`config.mk`:
```
export PLATFORM = sky130hd
export DESIGN_NAME = gpio_bank
export DESIGN_NICKNAME = d
export VERILOG_FILES = /design/src/rtl/gpio_bank_pkg.sv /design/src/rtl/gpio_regfile.sv /design/src/rtl/gpio_insync.sv /design/src/rtl/gpio_pinmux.sv /design/src/rtl/gpio_bank.sv
export SDC_FILE = /design/constraint.sdc
export NUM_CORES = 1
export LEC_CHECK = 0
export BUFFER_PORTS_ARGS = -buffer_cell sky130_fd_sc_hd__buf_2
export CAP_MARGIN = 5
export CORE_UTILIZATION = 50
export CTS_BUF_LIST = sky130_fd_sc_hd__clkbuf_4 sky130_fd_sc_hd__clkbuf_8
export DETAILED_ROUTE_END_ITERATION = 7
export PLACE_DENSITY = 0.76
export SLEW_MARGIN = 20
export SYNTH_ARGS = -nofsm -noshare
export SYNTH_HDL_FRONTEND = slang
export SYNTH_SLANG_ARGS = --single-unit
export TNS_END_PERCENT = 100
```
`constraint.sdc`:
```
create_clock -name clk -period 1.9 [get_ports clk]
set_clock_uncertainty 0.2 [all_clocks]
set_input_delay 0.19 -clock clk [delete_from_list [all_inputs] [get_ports clk]]
set_output_delay 0.19 -clock clk [all_outputs]
set_load 0.05 [all_outputs]
```
`src/rtl/gpio_bank_pkg.sv`:
```
package gpio_bank_pkg;

    localparam int A_OEN  = 0;
    localparam int A_OUT  = 1;
    localparam int A_IN   = 2;
    localparam int A_PEN  = 3;
    localparam int A_PDIR = 4;
    localparam int A_FSEL = 5;
    localparam int A_MUX  = 6;

    localparam int FSEL_PIN_LSB = 0;
    localparam int FSEL_PIN_W   = 8;
    localparam int FSEL_FN_LSB  = 8;
    localparam int FSEL_FN_W    = 4;

    // f is zero-based here (function 1 is f = 0)
    function automatic int mux_reg_idx(int p, int f, int nfunc, bit by_pin, int dw);
        if (by_pin) return (p * nfunc + f) / dw;
        return f;
    endfunction

    function automatic int mux_bit_idx(int p, int f, int nfunc, bit by_pin, int dw);
        if (by_pin) return (p * nfunc + f) % dw;
        return p;
    endfunction

    function automatic int n_mux_regs(int npin, int nfunc, bit by_pin, int dw);
        if (by_pin) return (npin * nfunc + dw - 1) / dw;
        return nfunc;
    endfunction

endpackage

```
`src/rtl/gpio_regfile.sv`:
```
module gpio_regfile
    import gpio_bank_pkg::*;
#(
    parameter int NPIN       = 14,
    parameter int NFUNC      = 4,
    parameter int OUT_SHIFT  = 16,
    parameter int DATA_W     = 32,
    parameter int ADDR_W     = 4,
    parameter bit MUX_BY_PIN = 1'b0
) (
    input  logic                   clk,
    input  logic                   rst_n,
    input  logic                   we,
    input  logic [ADDR_W-1:0]      addr,
    input  logic [DATA_W-1:0]      wdata,
    output logic [NPIN-1:0]        oen,
    output logic [NPIN-1:0]        outv,
    output logic [NPIN-1:0]        pen,
    output logic [NPIN-1:0]        pdir,
    output logic [NPIN*NFUNC-1:0]  fen
);

    typedef struct packed {
        logic [NPIN-1:0]       oen;
        logic [NPIN-1:0]       outv;
        logic [NPIN-1:0]       pen;
        logic [NPIN-1:0]       pdir;
        logic [NPIN*NFUNC-1:0] fen;
    } st_t;

    st_t st_d, st_q;

    logic [FSEL_PIN_W-1:0] cmd_pin;
    logic [FSEL_FN_W-1:0]  cmd_fn;
    logic                  cmd_ok;
    int                    a;

    always_comb begin
        cmd_pin = wdata[FSEL_PIN_LSB +: FSEL_PIN_W];
        cmd_fn  = wdata[FSEL_FN_LSB +: FSEL_FN_W];
        cmd_ok  = (int'(cmd_pin) < NPIN) && (int'(cmd_fn) <= NFUNC);
        a       = int'(addr);
        st_d    = st_q;
        if (we) begin
            if (a == A_OEN)  st_d.oen  = wdata[NPIN-1:0];
            if (a == A_OUT)  st_d.outv = wdata[OUT_SHIFT +: NPIN];
            if (a == A_PEN)  st_d.pen  = wdata[NPIN-1:0];
            if (a == A_PDIR) st_d.pdir = wdata[OUT_SHIFT +: NPIN];
            if (a == A_FSEL && cmd_ok) begin
                for (int p = 0; p < NPIN; p++) begin
                    if (int'(cmd_pin) == p) begin
                        for (int f = 0; f < NFUNC; f++) begin
                            st_d.fen[p*NFUNC+f] = (int'(cmd_fn) == f + 1);
                        end
                    end
                end
            end
            for (int p = 0; p < NPIN; p++) begin
                for (int f = 0; f < NFUNC; f++) begin
                    if (a == A_MUX + mux_reg_idx(p, f, NFUNC, MUX_BY_PIN, DATA_W)) begin
                        st_d.fen[p*NFUNC+f] =
                            wdata[mux_bit_idx(p, f, NFUNC, MUX_BY_PIN, DATA_W)];
                    end
                end
            end
        end
    end

    always_ff @(posedge clk or negedge rst_n) begin
        if (!rst_n) begin
            st_q.oen  <= '1;
            st_q.outv <= '0;
            st_q.pen  <= '0;
            st_q.pdir <= '0;
            st_q.fen  <= '0;
        end else begin
            st_q <= st_d;
        end
    end

    assign oen  = st_q.oen;
    assign outv = st_q.outv;
    assign pen  = st_q.pen;
    assign pdir = st_q.pdir;
    assign fen  = st_q.fen;

endmodule

```
`src/rtl/gpio_insync.sv`:
```
module gpio_insync #(
    parameter int NPIN = 14
) (
    input  logic            clk,
    input  logic            rst_n,
    input  logic [NPIN-1:0] din,
    output logic [NPIN-1:0] dout
);

    typedef struct packed {
        logic [NPIN-1:0] s1;
        logic [NPIN-1:0] s2;
    } sync_t;

    sync_t sy_d, sy_q;

    always_comb begin
        sy_d.s1 = din;
        sy_d.s2 = sy_q.s1;
    end

    always_ff @(posedge clk or negedge rst_n) begin
        if (!rst_n) sy_q <= '0;
        else        sy_q <= sy_d;
    end

    assign dout = sy_q.s2;

endmodule

```
`src/rtl/gpio_pinmux.sv`:
```
module gpio_pinmux #(
    parameter int NPIN  = 14,
    parameter int NFUNC = 4
) (
    input  logic [NPIN*NFUNC-1:0] fen,
    input  logic [NPIN-1:0]       oen,
    input  logic [NPIN-1:0]       outv,
    input  logic [NPIN-1:0]       pad_in,
    input  logic [NFUNC*NPIN-1:0] alt_out,
    input  logic [NFUNC*NPIN-1:0] alt_oe,
    output logic [NPIN-1:0]       pad_out,
    output logic [NPIN-1:0]       pad_oe,
    output logic [NFUNC*NPIN-1:0] alt_in
);

    for (genvar p = 0; p < NPIN; p++) begin : g_pin
        logic [NFUNC-1:0] req;
        logic [NFUNC-1:0] grant;
        logic             act;
        logic             a_out;
        logic             a_oe;

        assign req = fen[p*NFUNC +: NFUNC];
        assign act = |req;

        // lowest-numbered function wins
        always_comb begin
            grant = '0;
            a_out = 1'b0;
            a_oe  = 1'b0;
            for (int f = NFUNC - 1; f >= 0; f--) begin
                if (req[f]) begin
                    grant = '0;
                    grant[f] = 1'b1;
                    a_out = alt_out[f*NPIN+p];
                    a_oe  = alt_oe[f*NPIN+p];
                end
            end
        end

        assign pad_out[p] = act ? a_out : outv[p];
        assign pad_oe[p]  = act ? a_oe  : ~oen[p];

        for (genvar f = 0; f < NFUNC; f++) begin : g_fn
            assign alt_in[f*NPIN+p] = pad_in[p] & grant[f];
        end
    end

endmodule

```
`src/rtl/gpio_bank.sv`:
```
module gpio_bank
    import gpio_bank_pkg::*;
#(
    parameter int NPIN       = 14,
    parameter int NFUNC      = 4,
    parameter int OUT_SHIFT  = 16,
    parameter int DATA_W     = 32,
    parameter int ADDR_W     = 4,
    parameter bit MUX_BY_PIN = 1'b0
) (
    input  logic                   clk,
    input  logic                   rst_n,
    input  logic                   reg_we,
    input  logic [ADDR_W-1:0]      reg_addr,
    input  logic [DATA_W-1:0]      reg_wdata,
    output logic [DATA_W-1:0]      reg_rdata,
    input  logic [NPIN-1:0]        pad_in,
    output logic [NPIN-1:0]        pad_out,
    output logic [NPIN-1:0]        pad_oe,
    output logic [NPIN-1:0]        pad_pull_en,
    output logic [NPIN-1:0]        pad_pull_up,
    input  logic [NFUNC*NPIN-1:0]  alt_out,
    input  logic [NFUNC*NPIN-1:0]  alt_oe,
    output logic [NFUNC*NPIN-1:0]  alt_in
);

    localparam int NMUX = n_mux_regs(NPIN, NFUNC, MUX_BY_PIN, DATA_W);

    logic [NPIN-1:0]       oen;
    logic [NPIN-1:0]       out_bits;
    logic [NPIN-1:0]       pen;
    logic [NPIN-1:0]       pdir;
    logic [NPIN*NFUNC-1:0] fen;
    logic [NPIN-1:0]       in_sync;

    gpio_regfile #(
        .NPIN(NPIN), .NFUNC(NFUNC), .OUT_SHIFT(OUT_SHIFT),
        .DATA_W(DATA_W), .ADDR_W(ADDR_W), .MUX_BY_PIN(MUX_BY_PIN)
    ) u_regs (
        .clk(clk), .rst_n(rst_n), .we(reg_we), .addr(reg_addr), .wdata(reg_wdata),
        .oen(oen), .outv(out_bits), .pen(pen), .pdir(pdir), .fen(fen)
    );

    gpio_insync #(.NPIN(NPIN)) u_sync (
        .clk(clk), .rst_n(rst_n), .din(pad_in), .dout(in_sync)
    );

    gpio_pinmux #(.NPIN(NPIN), .NFUNC(NFUNC)) u_mux (
        .fen(fen), .oen(oen), .outv(out_bits), .pad_in(pad_in),
        .alt_out(alt_out), .alt_oe(alt_oe),
        .pad_out(pad_out), .pad_oe(pad_oe), .alt_in(alt_in)
    );

    assign pad_pull_en = pen;
    assign pad_pull_up = pen & pdir;

    always_comb begin
        reg_rdata = '0;
        if (int'(reg_addr) == A_OEN)  reg_rdata[NPIN-1:0] = oen;
        if (int'(reg_addr) == A_OUT)  reg_rdata[OUT_SHIFT +: NPIN] = out_bits;
        if (int'(reg_addr) == A_IN)   reg_rdata[NPIN-1:0] = in_sync;
        if (int'(reg_addr) == A_PEN)  reg_rdata[NPIN-1:0] = pen;
        if (int'(reg_addr) == A_PDIR) reg_rdata[OUT_SHIFT +: NPIN] = pdir;
        for (int r = 0; r < NMUX; r++) begin
            if (int'(reg_addr) == A_MUX + r) begin
                for (int p = 0; p < NPIN; p++) begin
                    for (int f = 0; f < NFUNC; f++) begin
                        if (mux_reg_idx(p, f, NFUNC, MUX_BY_PIN, DATA_W) == r) begin
                            reg_rdata[mux_bit_idx(p, f, NFUNC, MUX_BY_PIN, DATA_W)] =
                                fen[p*NFUNC+f];
                        end
                    end
                end
            end
        end
    end

endmodule

```
-- Word level (Yosys, flattened, before mapping)
Cells that the tools add are included.
- bits in registers: 140
- bits in latches: 0
- bits in writable memories: 0
- bits in read-only memories: 0
- word-level logic and storage cells: 575
- memories: 0
- add/subtract/negate cells: 0
- multipliers: 0
- div/mod/pow operators: 0
- $lt $le $gt $ge: 2
- equal/unequal tests: 26
- shifts and indexed selects: 0
- multiplexer cells: 276
- bitwise operators: 71
- reduce and logical (&&, ||, !) cells: 138
- operator list (kind ; number):
    2-to-1 mux 4 bit ; 70
    2-to-1 mux 1 bit ; 196
    AND reduction 3 bit ; 56
    2-to-1 mux 14 bit ; 9
    nonzero test 2 bit ; 60
    AND 1 bit ; 56
    2-to-1 mux 56 bit ; 1
    OR reduction 4 bit ; 14
    == test 8 x 5 -> 1 bit (second input constant) ; 6
    == test 8 x 4 -> 1 bit (second input constant) ; 4
    == test 4 bit (second input constant) ; 7
    == test 4 x 3 -> 1 bit (second input constant) ; 4
    == test 8 x 3 -> 1 bit (second input constant) ; 2
    AND 14 bit ; 1
    NOT 1 bit ; 14
    == test 4 x 2 -> 1 bit (second input constant) ; 2
    == test 8 x 2 -> 1 bit (second input constant) ; 1
    zero test 8 bit ; 1
    < comparator 8 x 4 -> 1 bit (second input constant) ; 1
    AND reduction 2 bit ; 4
    <= comparator 4 x 3 -> 1 bit (second input constant) ; 1
    zero test 4 bit ; 1
    logical AND 1 bit ; 2

-- Logic depth before layout (Yosys ltp)
- word-level depth: 8
- mapped depth: 7
- gate-level depth less buffers: 4

-- By module
From an unflattened synthesis, not the netlist that was laid out.
- cells, all modules: 937
- area, all modules: 9216.3 sq um
- by module, submodules not included (module ; instances ; cells each ; area each (sq um) ; seq. area each (sq um)):
    gpio_regfile ; 1 ; 497 ; 5476.5 ; 2820.2
    gpio_pinmux ; 1 ; 243 ; 1726.7 ; 0.0
    gpio_bank ; 1 ; 169 ; 1312.5 ; 0.0
    gpio_insync ; 1 ; 28 ; 700.7 ; 700.7

-- Worst setup path after synthesis
Ideal clock, no wire load.
- path type: input to output
- start: input reg_addr[2]
- end: output reg_rdata[8]
- arrival time: 2159 ps
- data required time: 1510 ps
- setup slack: -649 ps
- cell stages on the path: 6
- cell sequence: buf_2 -> nor4b_1 -> buf_2 -> buf_1 -> a21oi_1 -> a31oi_1
- cells in the longest elaborated chain, start to end: 8
- elaborated cells on any way between the ends: 14
- ends and longest elaborated chain (what ; RTL line ; source):
    from (decl) ; gpio_bank.sv:14 ; input logic [ADDR_W-1:0] reg_addr,
    zero test 4 bit ; gpio_bank.sv:59 ; if (int'(reg_addr) == A_OEN) reg_rdata[NPIN-1:0] = oen;
    2-to-1 mux 14 bit ; gpio_bank.sv:59 ;
    2-to-1 mux 14 bit ; gpio_bank.sv:61 ; if (int'(reg_addr) == A_IN) reg_rdata[NPIN-1:0] = in_sync;
    2-to-1 mux 14 bit ; gpio_bank.sv:62 ; if (int'(reg_addr) == A_PEN) reg_rdata[NPIN-1:0] = pen;
    2-to-1 mux 14 bit (3 in series) ; gpio_bank.sv:65 ; if (int'(reg_addr) == A_MUX + r) begin
    2-to-1 mux 14 bit (*) ; gpio_bank.sv:65 ;
    to (decl) ; gpio_bank.sv:16 ; output logic [DATA_W-1:0] reg_rdata,
Mark *: on every way between the ends. The rest lies on a longest branch, timed or not.

-- Worst setup path after layout
- start: register, netlist name u_regs.fen[7]
- end: output pad_oe[1]
- cells in the longest elaborated chain, start to end: 5
- elaborated cells on any way between the ends: 6
- ends and longest elaborated chain (what ; RTL line ; source):
    2-to-1 mux 1 bit (4 in series) ; gpio_pinmux.sv:32 ; if (req[f]) begin
    2-to-1 mux 1 bit (*) ; gpio_pinmux.sv:42 ; assign pad_oe[p] = act ? a_oe : ~oen[p];
    to (decl) ; gpio_bank.sv:19 ; output logic [NPIN-1:0] pad_oe,
Marked as above.

==> impl_metrics.ini <==
[run_status]
status = complete, but fails checks
violations = negative setup slack

[detailed_routing]
dr.pass1.iters = 8
drtIter0Drc = 1237
wl_per_cell_um = 22.2
met1_length_um = 14400
routed_wl_um = 38600
drc = 0
wl_met3_um = 3820
routed.top_layer = met4
detail-route-antenna-nets = 0
vias = 10900
wl_met2_um = 18300
routed_via_density = 6.24

[grt]
grt_pass1_vias = 10300
grt_start_max_net_pins = 42
antenna_found_initial = 3
overflow = 0
grt_first_pass_wirelength_um = 54600
grt.total_usage_pct = 38.0

[power]
power_mw = 13.4
power_frac_comb_pct = 45.1
p_per_area_nw_per_um2 = 892
ir_worst_vdd_v = 0.000563
netSwitchingFraction_pct = 40.9
clockPowerShare_pct = 23.0
seqPwrFrac_pct = 31.9
switchingPower_mw = 5.47
power_leakage_nw = 6.92
p_int_mw = 7.92

[critical_path]
worstSetupPathType = flip-flop to primary output
cp.arrival_ns = 1.92
r2r_cells = 5
timing.rr.end = u_regs.fen[25]
crit_top_cell = nand2_1
crit_slowest_cell = dfrtp_1
cp.required_ns = 1.51
crit_chain = buf_4 -> nand2_1 -> o21ai_0 -> nand2_1 -> a32oi_4 -> buf_6
startpoint_type = flip-flop
r2r_start = u_regs.fen[25]
max_stage_delay_ns = 0.41
end_kind = primary output
ff2ff_setup_slack_ns = 0.53
critPathMaxFanout = 6
crit_family = compound AO/OA/AOI/OAI gates
crit_buf_inv = 2

[clock_tree]
htreeDepth = 4
clk_pin_slew_ns = 0.08
cts_buffers = 17
clockRootBuffer = clkbuf_8
cts_tree = yes
clkSinkCount = 140
clk_path_buf_depth = 2
clk-insertion-delay-late_ns = 0.46

[timing]
rsz0062_at_grt = yes
fmax_mhz = 433
whs_ns = 0.0183
setup_viol = 54
max-slew-margin-rel_pct = 64.7
period_share_pct = 121
worstMarginPinSlew_ns = 0.530
finalCriticalPeriod_ns = 2.31
hold_violations = 0
drv_slew = 0
finalSetupTns_ns = -11.76
setup_slack_ns = -0.408

[floorplan]
fp.coreArea_um2 = 18000
dieArea_um2 = 19000
io_pins = 309
num_rows = 49
die_w_um = 138
die_height_um = 138
start_util_pct = 51.3

[synthesis]
ys_types = 55
syn_inst = 1057
synth.avg_cell_area_um2 = 8.74
synthDominantAreaCellType = dfrtp_1
ys.flop_type = dfrtp_1
seq_area_frac_synth_pct = 38.1
async_reset_ff_share_pct = 100
synth_area_um2 = 9240
synth_edf_count = 0
synth_area_leaders = dfrtp_1 34%, mux2i_1 7.6%, mux2_2 6.8%
yosysTopAreaCellShare_pct = 34.1
yosysWarningCount = 0
ys_ff_latch = 140

[job]
drv_cap = 0

[place]
gp_congestion = 0.948
post-dp-hpwl_um = 23700
io_buffers = 300

[layout]
drive_above_1_share_pct = 52.2
fin_util_pct = 83.3
synthToLayoutAreaGrowth_pct = 62.4
nNetsFinal = 1664

[min_path]
hold_class = input port to asynchronous set/reset pin
## power groups by stage
stage / combinational (mW) / sequential (mW) / clock (mW)
after floorplan: 3.28 / 4.17 / 0
after global placement: 4.76 / 4.17 / 0
final: 6.04 / 4.27 / 3.09
after global routing: 6.31 / 4.33 / 3.20
after detailed placement: 4.83 / 4.20 / 0
after CTS: 5.64 / 4.16 / 3.09
## layout by cell type, fill, tap and decap left out, types with 15 or more instances in the layout
cell type,n
nand2_1,118
dlygate4sd3_1,38
dfrtp_1,107
a21oi_1,29
buf_12,17
inv_1,17
a32oi_4,25
a21oi_2,20
and3_1,16
a22oi_1,52
and2_1,32
dfrtp_2,19
buf_4,157
or2_4,24
o21ai_0,15
nor2_1,108
buf_6,85
clkbuf_8,17
mux2i_1,69
buf_2,204
mux2_2,56
## area by class of cell
class | instances | area, µm²
Multi-Input combinational cell | 802 | 6490
Fill cell | 1005 | 3020
Clock buffer | 20 | 256
Timing Repair Buffer | 520 | 4120
Sequential cell | 140 | 3540
Inverter | 18 | 67.6
Antenna cell | 2 | 5.00
Clock inverter | 12 | 245
Tap cell | 229 | 287
## worst max-delay path by stage
stage	from	cells after the start	end	slack [ns]
floorplan	reg_addr[2]	6	reg_rdata[5]	-0.11
global placement	reg_wdata[7]	6	u_regs.fen[47]	-0.25
detailed placement	reg_wdata[7]	7	u_regs.fen[50]	-0.31
CTS	u_regs.fen[51]	6	pad_oe[12]	-0.36
global route	u_regs.fen[18]	5	pad_out[4]	-0.45
finish	u_regs.fen[7]	6	pad_oe[1]	-0.41
## timing repair
| action | in CTS | in global routing |
|---|---|---|
| gates resized for setup | 272 | 120 |
| setup buffers | 28 | 11 |
| setup endpoints to repair | 82 | 91 |
| hold buffers | 38 | 0 |
| pin swaps | 53 | 54 |
| hold endpoints to repair | 200 | 0 |
## through the flow
step                      worst slack (ns)  std cells  area [µm²]
after floorplan                     -0.114       1060        9970
after global placement              -0.251       1636       12600
after detailed placement            -0.308       1636       12600
after CTS                           -0.362       1731       14500
after global routing                -0.451       1742       15000
final                               -0.408       1743       15000
## worst register-to-register path, stage by stage (launching register included)
cell,delay [ns]
dfrtp_1,0.42
buf_6,0.15
buf_4,0.13
buf_4,0.12
nor2_1,0.13
a22oi_1,0.10
## cells in the mapped netlist, drive strengths merged, types with 2 or more instances
library cell,n
nand4bb,3
a32oi,26
o2bb2ai,5
nand3,21
dfrtp,126
a22o,15
and2,32
or4b,2
dfstp,14
and4b,12
nand2b,7
nor2,126
nor3,29
nor4b,4
a2bb2oi,2
mux2i,70
buf,33
o21ai,37
mux2,56
inv,18
a22oi,53
or3,4
a21oi,52
nand2,120
or2,26
nand3b,3
a221oi,6
nand4b,4
nand4,3
nor2b,4
a211oi,7
clkbuf,67
nor4,17
a31o,4
and3,27
a31oi,12
## sequential cells by signal, indices dropped and copies added (netlist names)
register and flops:
u_regs.fen 56, u_sync.sy_d 14, u_regs.oen 14, u_regs.pdir 14
u_sync.dout 14, u_regs.outv 14, u_regs.pen 14
## metal layers
| metal | up-vias | track usage [%] |
|---|---|---|
| met5 | - | 0 |
| met4 | 0 | 15.1 |
| met3 | 203 | 8.33 |
| met2 | 791 | 62.6 |
| met1 | 5198 | 48.5 |
| li1 | 4692 | - |
## cells by family (layout without fill, tap and decap cells)
family          count (synthesis)  in the layout  synth area share, %
simple gates                  447            447                 24.7
buf+inv                       118            570                 5.84
compound gates                225            225                 16.9
flops                         140            140                 38.1
mux                           126            126                 14.4
other cells                     1              6               0.0406
(Power assumes the default switching activity.)
